<file path="src/rtl/xci_pkg.sv">
package xci_pkg;
  localparam int RB_W = 32;

  typedef enum logic [1:0] {
    OP_SEND  = 2'd0,
    OP_QUERY = 2'd1,
    OP_WHO   = 2'd2,
    OP_ACK   = 2'd3
  } xci_op_e;
endpackage

</file>
<file path="src/rtl/xci_decode.sv">
module xci_decode
  import xci_pkg::*;
#(
  parameter int NUM_CORES = 4,
  parameter int ARG_W     = 8,
  parameter int LANE      = 0
) (
  input  logic                 valid_i,
  input  logic [1:0]           op_i,
  input  logic [ARG_W-1:0]     arg_i,
  output logic [NUM_CORES-1:0] set_o,   // bit t: raise sender LANE at target t
  output logic [NUM_CORES-1:0] clr_o,   // bit s: clear sender s at target LANE
  output logic                 query_o,
  output logic                 who_o
);
  logic is_send, is_ack;

  assign is_send = valid_i && (xci_op_e'(op_i) == OP_SEND);
  assign is_ack  = valid_i && (xci_op_e'(op_i) == OP_ACK);
  assign query_o = valid_i && (xci_op_e'(op_i) == OP_QUERY);
  assign who_o   = valid_i && (xci_op_e'(op_i) == OP_WHO);

  always_comb begin
    set_o = '0;
    clr_o = '0;
    for (int k = 0; k < NUM_CORES; k++) begin
      set_o[k] = is_send && (int'(arg_i) == k) && (k != LANE);
      clr_o[k] = is_ack  && (int'(arg_i) == k);
    end
  end
endmodule

</file>
<file path="src/rtl/xci_pend_matrix.sv">
module xci_pend_matrix #(
  parameter int NUM_CORES = 4
) (
  input  logic                                  clk_i,
  input  logic                                  rst_ni,
  input  logic [NUM_CORES-1:0][NUM_CORES-1:0]   set_i,   // [target][sender]
  input  logic [NUM_CORES-1:0][NUM_CORES-1:0]   clr_i,   // [target][sender]
  output logic [NUM_CORES-1:0][NUM_CORES-1:0]   pend_o,
  output logic [NUM_CORES-1:0]                  irq_o
);
  logic [NUM_CORES-1:0][NUM_CORES-1:0] pend_q;
  logic [NUM_CORES-1:0][NUM_CORES-1:0] clr_only;

  always_comb begin
    for (int t = 0; t < NUM_CORES; t++) clr_only[t] = clr_i[t] & ~set_i[t];
  end

  // set wins over clear on the same bit
  always_ff @(posedge clk_i or negedge rst_ni) begin
    if (!rst_ni) pend_q <= '0;
    else begin
      for (int t = 0; t < NUM_CORES; t++)
        pend_q[t] <= set_i[t] | (pend_q[t] & ~clr_i[t]);
    end
  end

  assign pend_o = pend_q;

  for (genvar t = 0; t < NUM_CORES; t++) begin : g_irq
    assign irq_o[t] = |pend_q[t];


    set_sticks_chk: assert property (@(posedge clk_i) disable iff (!rst_ni)
      (set_i[t] != '0) |=> ((pend_q[t] & $past(set_i[t])) == $past(set_i[t])));


    clr_takes_chk: assert property (@(posedge clk_i) disable iff (!rst_ni)
      (clr_only[t] != '0) |=> ((pend_q[t] & $past(clr_only[t])) == '0));


    irq_fall_chk: assert property (@(posedge clk_i) disable iff (!rst_ni)
      $fell(irq_o[t]) |-> $past(clr_i[t] != '0));
  end
endmodule

</file>
<file path="src/rtl/xci_readback.sv">
module xci_readback
  import xci_pkg::*;
#(
  parameter int NUM_CORES = 4,
  parameter int ARG_W     = 8,
  parameter int LANE      = 0
) (
  input  logic                                clk_i,
  input  logic                                rst_ni,
  input  logic                                query_i,
  input  logic                                who_i,
  input  logic [ARG_W-1:0]                    arg_i,
  input  logic [NUM_CORES-1:0][NUM_CORES-1:0] pend_i,
  output logic [RB_W-1:0]                     rdata_o
);
  logic [RB_W-1:0] rd_q, rd_d;
  logic            hit;

  always_comb begin
    hit = 1'b0;
    for (int t = 0; t < NUM_CORES; t++)
      if (int'(arg_i) == t) hit = |pend_i[t];
  end

  always_comb begin
    rd_d = rd_q;
    if (who_i) begin
      rd_d = '0;
      rd_d[NUM_CORES-1:0] = pend_i[LANE];
    end else if (query_i) begin
      rd_d = RB_W'(hit);
    end
  end

  always_ff @(posedge clk_i or negedge rst_ni) begin
    if (!rst_ni) rd_q <= '0;
    else         rd_q <= rd_d;
  end

  assign rdata_o = rd_q;


  query_flag_chk: assert property (@(posedge clk_i) disable iff (!rst_ni)
    (query_i && !who_i) |=> (rd_q[RB_W-1:1] == '0));


  rd_hold_chk: assert property (@(posedge clk_i) disable iff (!rst_ni)
    !(query_i || who_i) |=> $stable(rd_q));
endmodule

</file>
<file path="src/rtl/xci_unit.sv">
module xci_unit
  import xci_pkg::*;
#(
  parameter int NUM_CORES = 4,
  parameter int ARG_W     = 8
) (
  input  logic                      clk_i,
  input  logic                      rst_ni,
  input  logic [NUM_CORES-1:0]      cmd_valid_i,
  input  logic [2*NUM_CORES-1:0]    cmd_op_i,
  input  logic [ARG_W*NUM_CORES-1:0] cmd_arg_i,
  output logic [RB_W*NUM_CORES-1:0] rdata_o,
  output logic [NUM_CORES-1:0]      irq_o
);
  logic [NUM_CORES-1:0][NUM_CORES-1:0] lane_set;  // [lane][target]
  logic [NUM_CORES-1:0][NUM_CORES-1:0] lane_clr;  // [lane][sender]
  logic [NUM_CORES-1:0][NUM_CORES-1:0] set_mx, pend;
  logic [NUM_CORES-1:0]                query, who;

  for (genvar l = 0; l < NUM_CORES; l++) begin : g_lane
    logic [1:0]       op;
    logic [ARG_W-1:0] arg;
    assign op  = cmd_op_i[2*l +: 2];
    assign arg = cmd_arg_i[ARG_W*l +: ARG_W];

    xci_decode #(.NUM_CORES(NUM_CORES), .ARG_W(ARG_W), .LANE(l)) u_dec (
      .valid_i (cmd_valid_i[l]),
      .op_i    (op),
      .arg_i   (arg),
      .set_o   (lane_set[l]),
      .clr_o   (lane_clr[l]),
      .query_o (query[l]),
      .who_o   (who[l])
    );

    xci_readback #(.NUM_CORES(NUM_CORES), .ARG_W(ARG_W), .LANE(l)) u_rb (
      .clk_i   (clk_i),
      .rst_ni  (rst_ni),
      .query_i (query[l]),
      .who_i   (who[l]),
      .arg_i   (arg),
      .pend_i  (pend),
      .rdata_o (rdata_o[RB_W*l +: RB_W])
    );


    no_self_send_chk: assert property (@(posedge clk_i) disable iff (!rst_ni)
      (cmd_valid_i[l] && op == OP_SEND && int'(arg) == l) |-> (lane_set[l] == '0));


    range_send_chk: assert property (@(posedge clk_i) disable iff (!rst_ni)
      (int'(arg) >= NUM_CORES) |-> (lane_set[l] == '0 && lane_clr[l] == '0));
  end

  // transpose: sender lane s raising target t lands at pend[t][s]
  always_comb begin
    for (int t = 0; t < NUM_CORES; t++)
      for (int s = 0; s < NUM_CORES; s++)
        set_mx[t][s] = lane_set[s][t];
  end

  xci_pend_matrix #(.NUM_CORES(NUM_CORES)) u_pend (
    .clk_i  (clk_i),
    .rst_ni (rst_ni),
    .set_i  (set_mx),
    .clr_i  (lane_clr),
    .pend_o (pend),
    .irq_o  (irq_o)
  );
endmodule

</file>
<file path="config.mk">
export PLATFORM = sky130hd
export DESIGN_NAME = xci_unit
export DESIGN_NICKNAME = d
export VERILOG_FILES = /design/src/rtl/xci_pkg.sv /design/src/rtl/xci_decode.sv /design/src/rtl/xci_pend_matrix.sv /design/src/rtl/xci_readback.sv /design/src/rtl/xci_unit.sv
export SDC_FILE = /design/constraint.sdc
export NUM_CORES = 1
export LEC_CHECK = 0
export ABC_CLOCK_PERIOD_IN_PS = 1800
export CORE_AREA = 2 2 79 100
export DETAILED_ROUTE_END_ITERATION = 6
export DIE_AREA = 0 0 81 102
export GPL_ROUTABILITY_DRIVEN = 0
export GPL_TIMING_DRIVEN = 0
export PLACE_DENSITY = 0.87
export REMOVE_ABC_BUFFERS = 1
export SLEW_MARGIN = 40
export SYNTH_ARGS = -nofsm -noshare
export SYNTH_HDL_FRONTEND = slang
export SYNTH_SLANG_ARGS = --single-unit
</file>
<file path="constraint.sdc">
create_clock -name clk_i -period 1.8 [get_ports clk_i]
set_input_delay 0.36 -clock clk_i [delete_from_list [all_inputs] [get_ports clk_i]]
set_output_delay 0.36 -clock clk_i [all_outputs]
set_load 0.01 [all_outputs]
</file>
### Word level (Yosys, flattened, before mapping)

Index checks and enable logic that the tools add are counted.

| operators by class | value |
|---|---|
| eq/ne operators | 24 |
| bitwise operators | 12 |
| reductions and logical operators | 60 |
| $add $sub $neg | 0 |
| div/mod/pow operators | 0 |
| order comparisons | 0 |
| shifts and indexed selects | 0 |
| multipliers | 0 |
| mux-type cells | 24 |

Operators by type and width:

| kind | number |
|---|---|
| $mux 32 | 8 |
| $eq 8x3->1 const B | 8 |
| $logic_and 1x1->1 | 44 |
| $eq 8x2->1 const B | 4 |
| $logic_not 8->1 | 4 |
| $and 4x4->4 | 4 |
| $eq 2x2->1 const B | 8 |
| $mux 1 | 16 |
| $not 4->4 | 4 |
| $reduce_or 4->1 | 4 |
| $or 4x4->4 | 3 |
| $eq 2x1->1 const B | 4 |
| $logic_not 2->1 | 4 |
| $reduce_bool 2->1 | 4 |
| $or 3x4->4 | 1 |

| word-level totals | value |
|---|---|
| bits in read-only memories | 0 |
| memories kept | 0 |
| bits in latches | 0 |
| bits in writable memories | 0 |
| register bits | 144 |
| input bits | 46 |
| logic and storage cells | 128 |
| output and inout bits | 132 |

### Logic depth before layout (Yosys ltp)

| logic depth | value |
|---|---|
| word-level depth | 7 |
| depth in mapped cells | 5 |
| depth with buffers taken out | 4 |

### Modules after synthesis

From an unflattened synthesis, not the netlist that was laid out.

| second synthesis, totals | value |
|---|---|
| cell total of the unflattened synthesis | 338 |
| area total of the unflattened synthesis | 2,896.5 um2 |

By module, submodules not included:

| module | instances | area an instance (um2) | cells an instance |
|---|---|---|---|
| xci_readback at g_lane[0].u_rb ... | 2 | 439.2 | 52 |
| xci_pend_matrix | 1 | 615.6 | 52 |
| xci_readback at g_lane[3].u_rb | 1 | 441.7 | 51 |
| xci_readback at g_lane[1].u_rb | 1 | 440.4 | 51 |
| xci_decode at g_lane[0].u_dec ... | 2 | 132.6 | 20 |
| xci_decode at g_lane[2].u_dec ... | 2 | 127.6 | 20 |

### Worst setup path before layout

Ideal clock, no wire load.

| path | value |
|---|---|
| path type | input port to flip-flop |
| start | in cmd_arg_i[13] |
| end | reg u_pend.pend_q, in the netlist u_pend.pend_o[4] |
| slack | 0.049 ns |
| library setup time | 0.128 ns |
| buffers on the path | 0 |
| stages | 4 |
| arrival time | 1.623 ns |
| path through | or4_4 > or4_4 > o31ai_2 > o21ai_1 |

| between the ends | value |
|---|---|
| word-level cells in the longest chain between the ends | 5 |

RTL lines:

| item | line | source |
|---|---|---|
| start, declared | xci_unit.sv:11 | `input logic [ARG_W*NUM_CORES-1:0] cmd_arg_i,` |
| $logic_not 8->1 | xci_decode.sv:28 | `clr_o[k] = is_ack && (int'(arg_i) == k);` |
| $logic_and 1x1->1 | xci_decode.sv:28 |  |
| $not 4->4 | xci_pend_matrix.sv:23 | `pend_q[t] <= set_i[t] \| (pend_q[t] & ~clr_i[t]);` |
| $and 4x4->4 | xci_pend_matrix.sv:23 |  |
| $or 4x4->4 | xci_pend_matrix.sv:23 |  |
| end signal, assigned by index | xci_pend_matrix.sv:23 |  |
| end, declared | xci_pend_matrix.sv:11 | `logic [NUM_CORES-1:0][NUM_CORES-1:0] pend_q;` |

Every way passes these cells.
A chain may end at the register's enable or synchronous reset.

### Final worst setup path

| path | value |
|---|---|
| start | in cmd_arg_i[14] |
| end | reg u_pend.pend_q, in the netlist u_pend.pend_o[4] |

The elaborated chain is that of the path after synthesis.

==> flow_summary.yaml <==
logic_synthesis:
  syn_inst: 314
  synth.area.mux_share: 0.0188
  yosys_register_bits: 32
  ys_types: 40
  yosysTopAreaCell: "buf_4"
  seq_area_frac_synth: 0.301
  yosys.area.top_type_share: 0.316
  syn_avg_cell_area_sq_um: 8.48
  syn-cell-area_sq_mm: 0.00266
  synth_flop_cell: "dfrtp_1"
  synthSimpleGateAreaFrac: 0.171
  yosysWarnings: 0
  synth_top_family_by_area: "buffers and inverters"
  synthArstFlopShare: 1.00
  synth_edf_count: 0
  synth_xor_area_frac: 0
  synthAdderAreaFrac: 0
  synth_compound_area_frac: 0.172
  yosys-top-cells-area: "buf_4 32%, dfrtp_1 30%, o21ai_0 4.7%"
power_and_ir_drop:
  peakVddDrop_v: 0.000308
  leakage_nw: 1.56
  p_total_mw: 1.89
  power.density_mw_per_mm2: 579
floorplan:
  fp-row-count: 35
  die_y_um: 102
  pin_count: 178
  start_util: 0.366
  dieArea_sq_mm: 0.00826
  core-area_sq_mm: 0.00727
  die_w_um: 81
drt:
  drtAntennaViolNets: 0
  vias: 2159
  detail_route.vias_per_cell: 4.53
  drc_errors: 0
  drt_iter0_markers: 82
  wirelength_um: 6020
  drt_first_pass_iters: 4
  wl_per_cell_um: 12.6
grt:
  grt_usage: 0.146
  grt_overflow: 0
  antenna_found_initial: 0
  grt_pass1_wl_um: 9250
  first_global_vias: 1924
  grt_start_max_net_pins: 20
timing:
  max_freq_mhz: 569
  setup_violations: 0
  rsz0062_at_grt: "no"
  report.final.slew_viol_count: 0
  period_needed_ns: 1.76
  finalHoldViolCount: 0
  fin_skew_ns: 0.00660
  period_share: 0.976
clock_network:
  cts_tree: "yes"
  path_clk_slew_ns: 0.07
  insertion_delay_ns: 0.29
  cts_buffers: 5
  cts.path.max_buffers: 2
  cts-root-buf: "clkbuf_8"
  clock_sinks: 32
  h-tree-depth: 2
final_layout:
  n_antenna_cell: 0
  nets: 430
  num-fill-cells: 698
  final_cells: 477
  drive_gt1_frac: 0.0857
  synthToLayoutAreaGrowth_pct: 22.4
placed_design:
  dp_cells: 462
  hpwl_um: 4690
  numPortBuffers: 65
worst_setup_path:
  worstPathRequired_ns: 1.97
  arrival_ns: 1.93
  ff2ff_setup_slack_ns: 0.35
  worst_setup_path_end_kind: "register"
  startpoint_type: "input port"
  path_class: "input port to register"
  crit_fanout: 4
run_status:
  outcome: "completed"
job:
  cap_viol_max_count: 0
worst_hold_path:
  hold_class: "input port to register"
[layer usage]
metal  track usage  share of wire
met1         0.157           0.35
met2         0.264           0.54
met3        0.0345          0.081
met4        0.0704          0.026
met5             0              0
[flip-flops by register name, summed over array words and instances, names as in the netlist]
register and count:
u_pend.pend_o 16, g_lane.u_rb.rdata_o 16
[cells in the mapped netlist, drive strengths merged (3+ instances only)]
cell type	instances
a22o	13
a22oi	4
a31oi	7
and2	3
buf	114
clkbuf	7
dfrtp	32
inv	5
mux2i	5
nand2	23
nand2b	3
nand3	8
nand3b	4
nor2	8
nor2b	16
nor4	8
o21ai	26
o2bb2ai	3
o31ai	3
or4	3
[power by group]
group / internal, mW / switching [mW] / leakage [nW] / total, mW
registers: 0.736 / 0.0184 / 0.442 / 0.755
logic: 0.177 / 0.261 / 1.07 / 0.438
clock network: 0.409 / 0.284 / 0.0541 / 0.694
total: 1.32 / 0.564 / 1.56 / 1.89
[worst max-delay path, cell delays in order]
cell and delay [ns]:
dlygate4sd2_1 0.23, or4_4 0.53, or4_4 0.47, o31ai_2 0.24, o21ai_1 0.09
[stage by stage]
| step | setup TNS [ns] | area [sq um] | hold WS [ns] | utilization | worst slack (ns) |
|---|---|---|---|---|---|
| 3_3_place_gp | -14.38 | 2970 | 0.479 | 0.408 | -0.460 |
| 2_1_floorplan | 0 | 2200 | 0.0644 | - | 0.0485 |
| 6_report | 0 | 3260 | 0.463 | 0.448 | 0.0431 |
| 5_1_grt | 0 | 3260 | 0.519 | 0.448 | 0.00214 |
| 3_5_place_dp | -5.99 | 3010 | 0.297 | 0.414 | -0.460 |
| 4_1_cts | 0 | 3240 | 0.511 | 0.446 | 0.00453 |
[kinds of logic after synthesis]
logic type / after synthesis
AO/OA/AOI/OAI: 67
multiplexers: 5
other: 1
AND/OR/NAND/NOR: 83
flip-flops: 32
buffers and inverters: 126
[cell usage in the layout (no fill, tap or decap), types with 3 or more instances in the layout]
cell             count
or4_4                3
conb_1             112
dlymetal6s2s_1       4
nand2b_1             3
mux2i_1              5
inv_1                5
nor4_4               5
clkdlybuf4s50_1     51
a22oi_1              4
a31oi_1              7
nand2_1             23
dlygate4sd2_1        7
nor2b_1             16
nor2_1               8
o21ai_0             23
nand3b_1             4
dfrtp_1             30
nand3_1              8
o2bb2ai_1            3
clkbuf_8             5
buf_4                6
a22o_1              13
[path summary, 6_finish.rpt]
check	from	endpoint	cells after the start
setup / recovery	cmd_arg_i[14]	u_pend.pend_o[4]	5
hold reg to reg	g_lane[1].u_rb.rdata_o[2]	g_lane[1].u_rb.rdata_o[2]	2
min in group asynchronous	rst_ni	g_lane[2].u_rb.rdata_o[3]	2
max in group asynchronous	rst_ni	u_pend.pend_o[9]	3
setup reg to reg	u_pend.pend_o[0]	g_lane[1].u_rb.rdata_o[0]	5
hold / removal	cmd_op_i[2]	g_lane[1].u_rb.rdata_o[3]	2
[what timing repair did]
action	4_1_cts	5_1_grt
resized for setup	22	12
setup buffers	6	0
hold endpoints to repair	13	0
endpoints found under the setup margin	14	7
pin swaps	8	5
hold buffers	1	0
[area by class of cell]
| class | instances | area (sq um) | area share |
|---|---|---|---|
| Timing Repair Buffer | 73 | 719 | 0.221 |
| Inverter | 5 | 18.8 | 0.00576 |
| Clock buffer | 5 | 68.8 | 0.0211 |
| Multi-Input combinational cell | 267 | 1490 | 0.457 |
| Tap cell | 92 | 115 | 0.0353 |
| Clock inverter | 3 | 42.5 | 0.0131 |
| Sequential cell | 32 | 803 | 0.247 |
(Power assumes the default switching activity.)
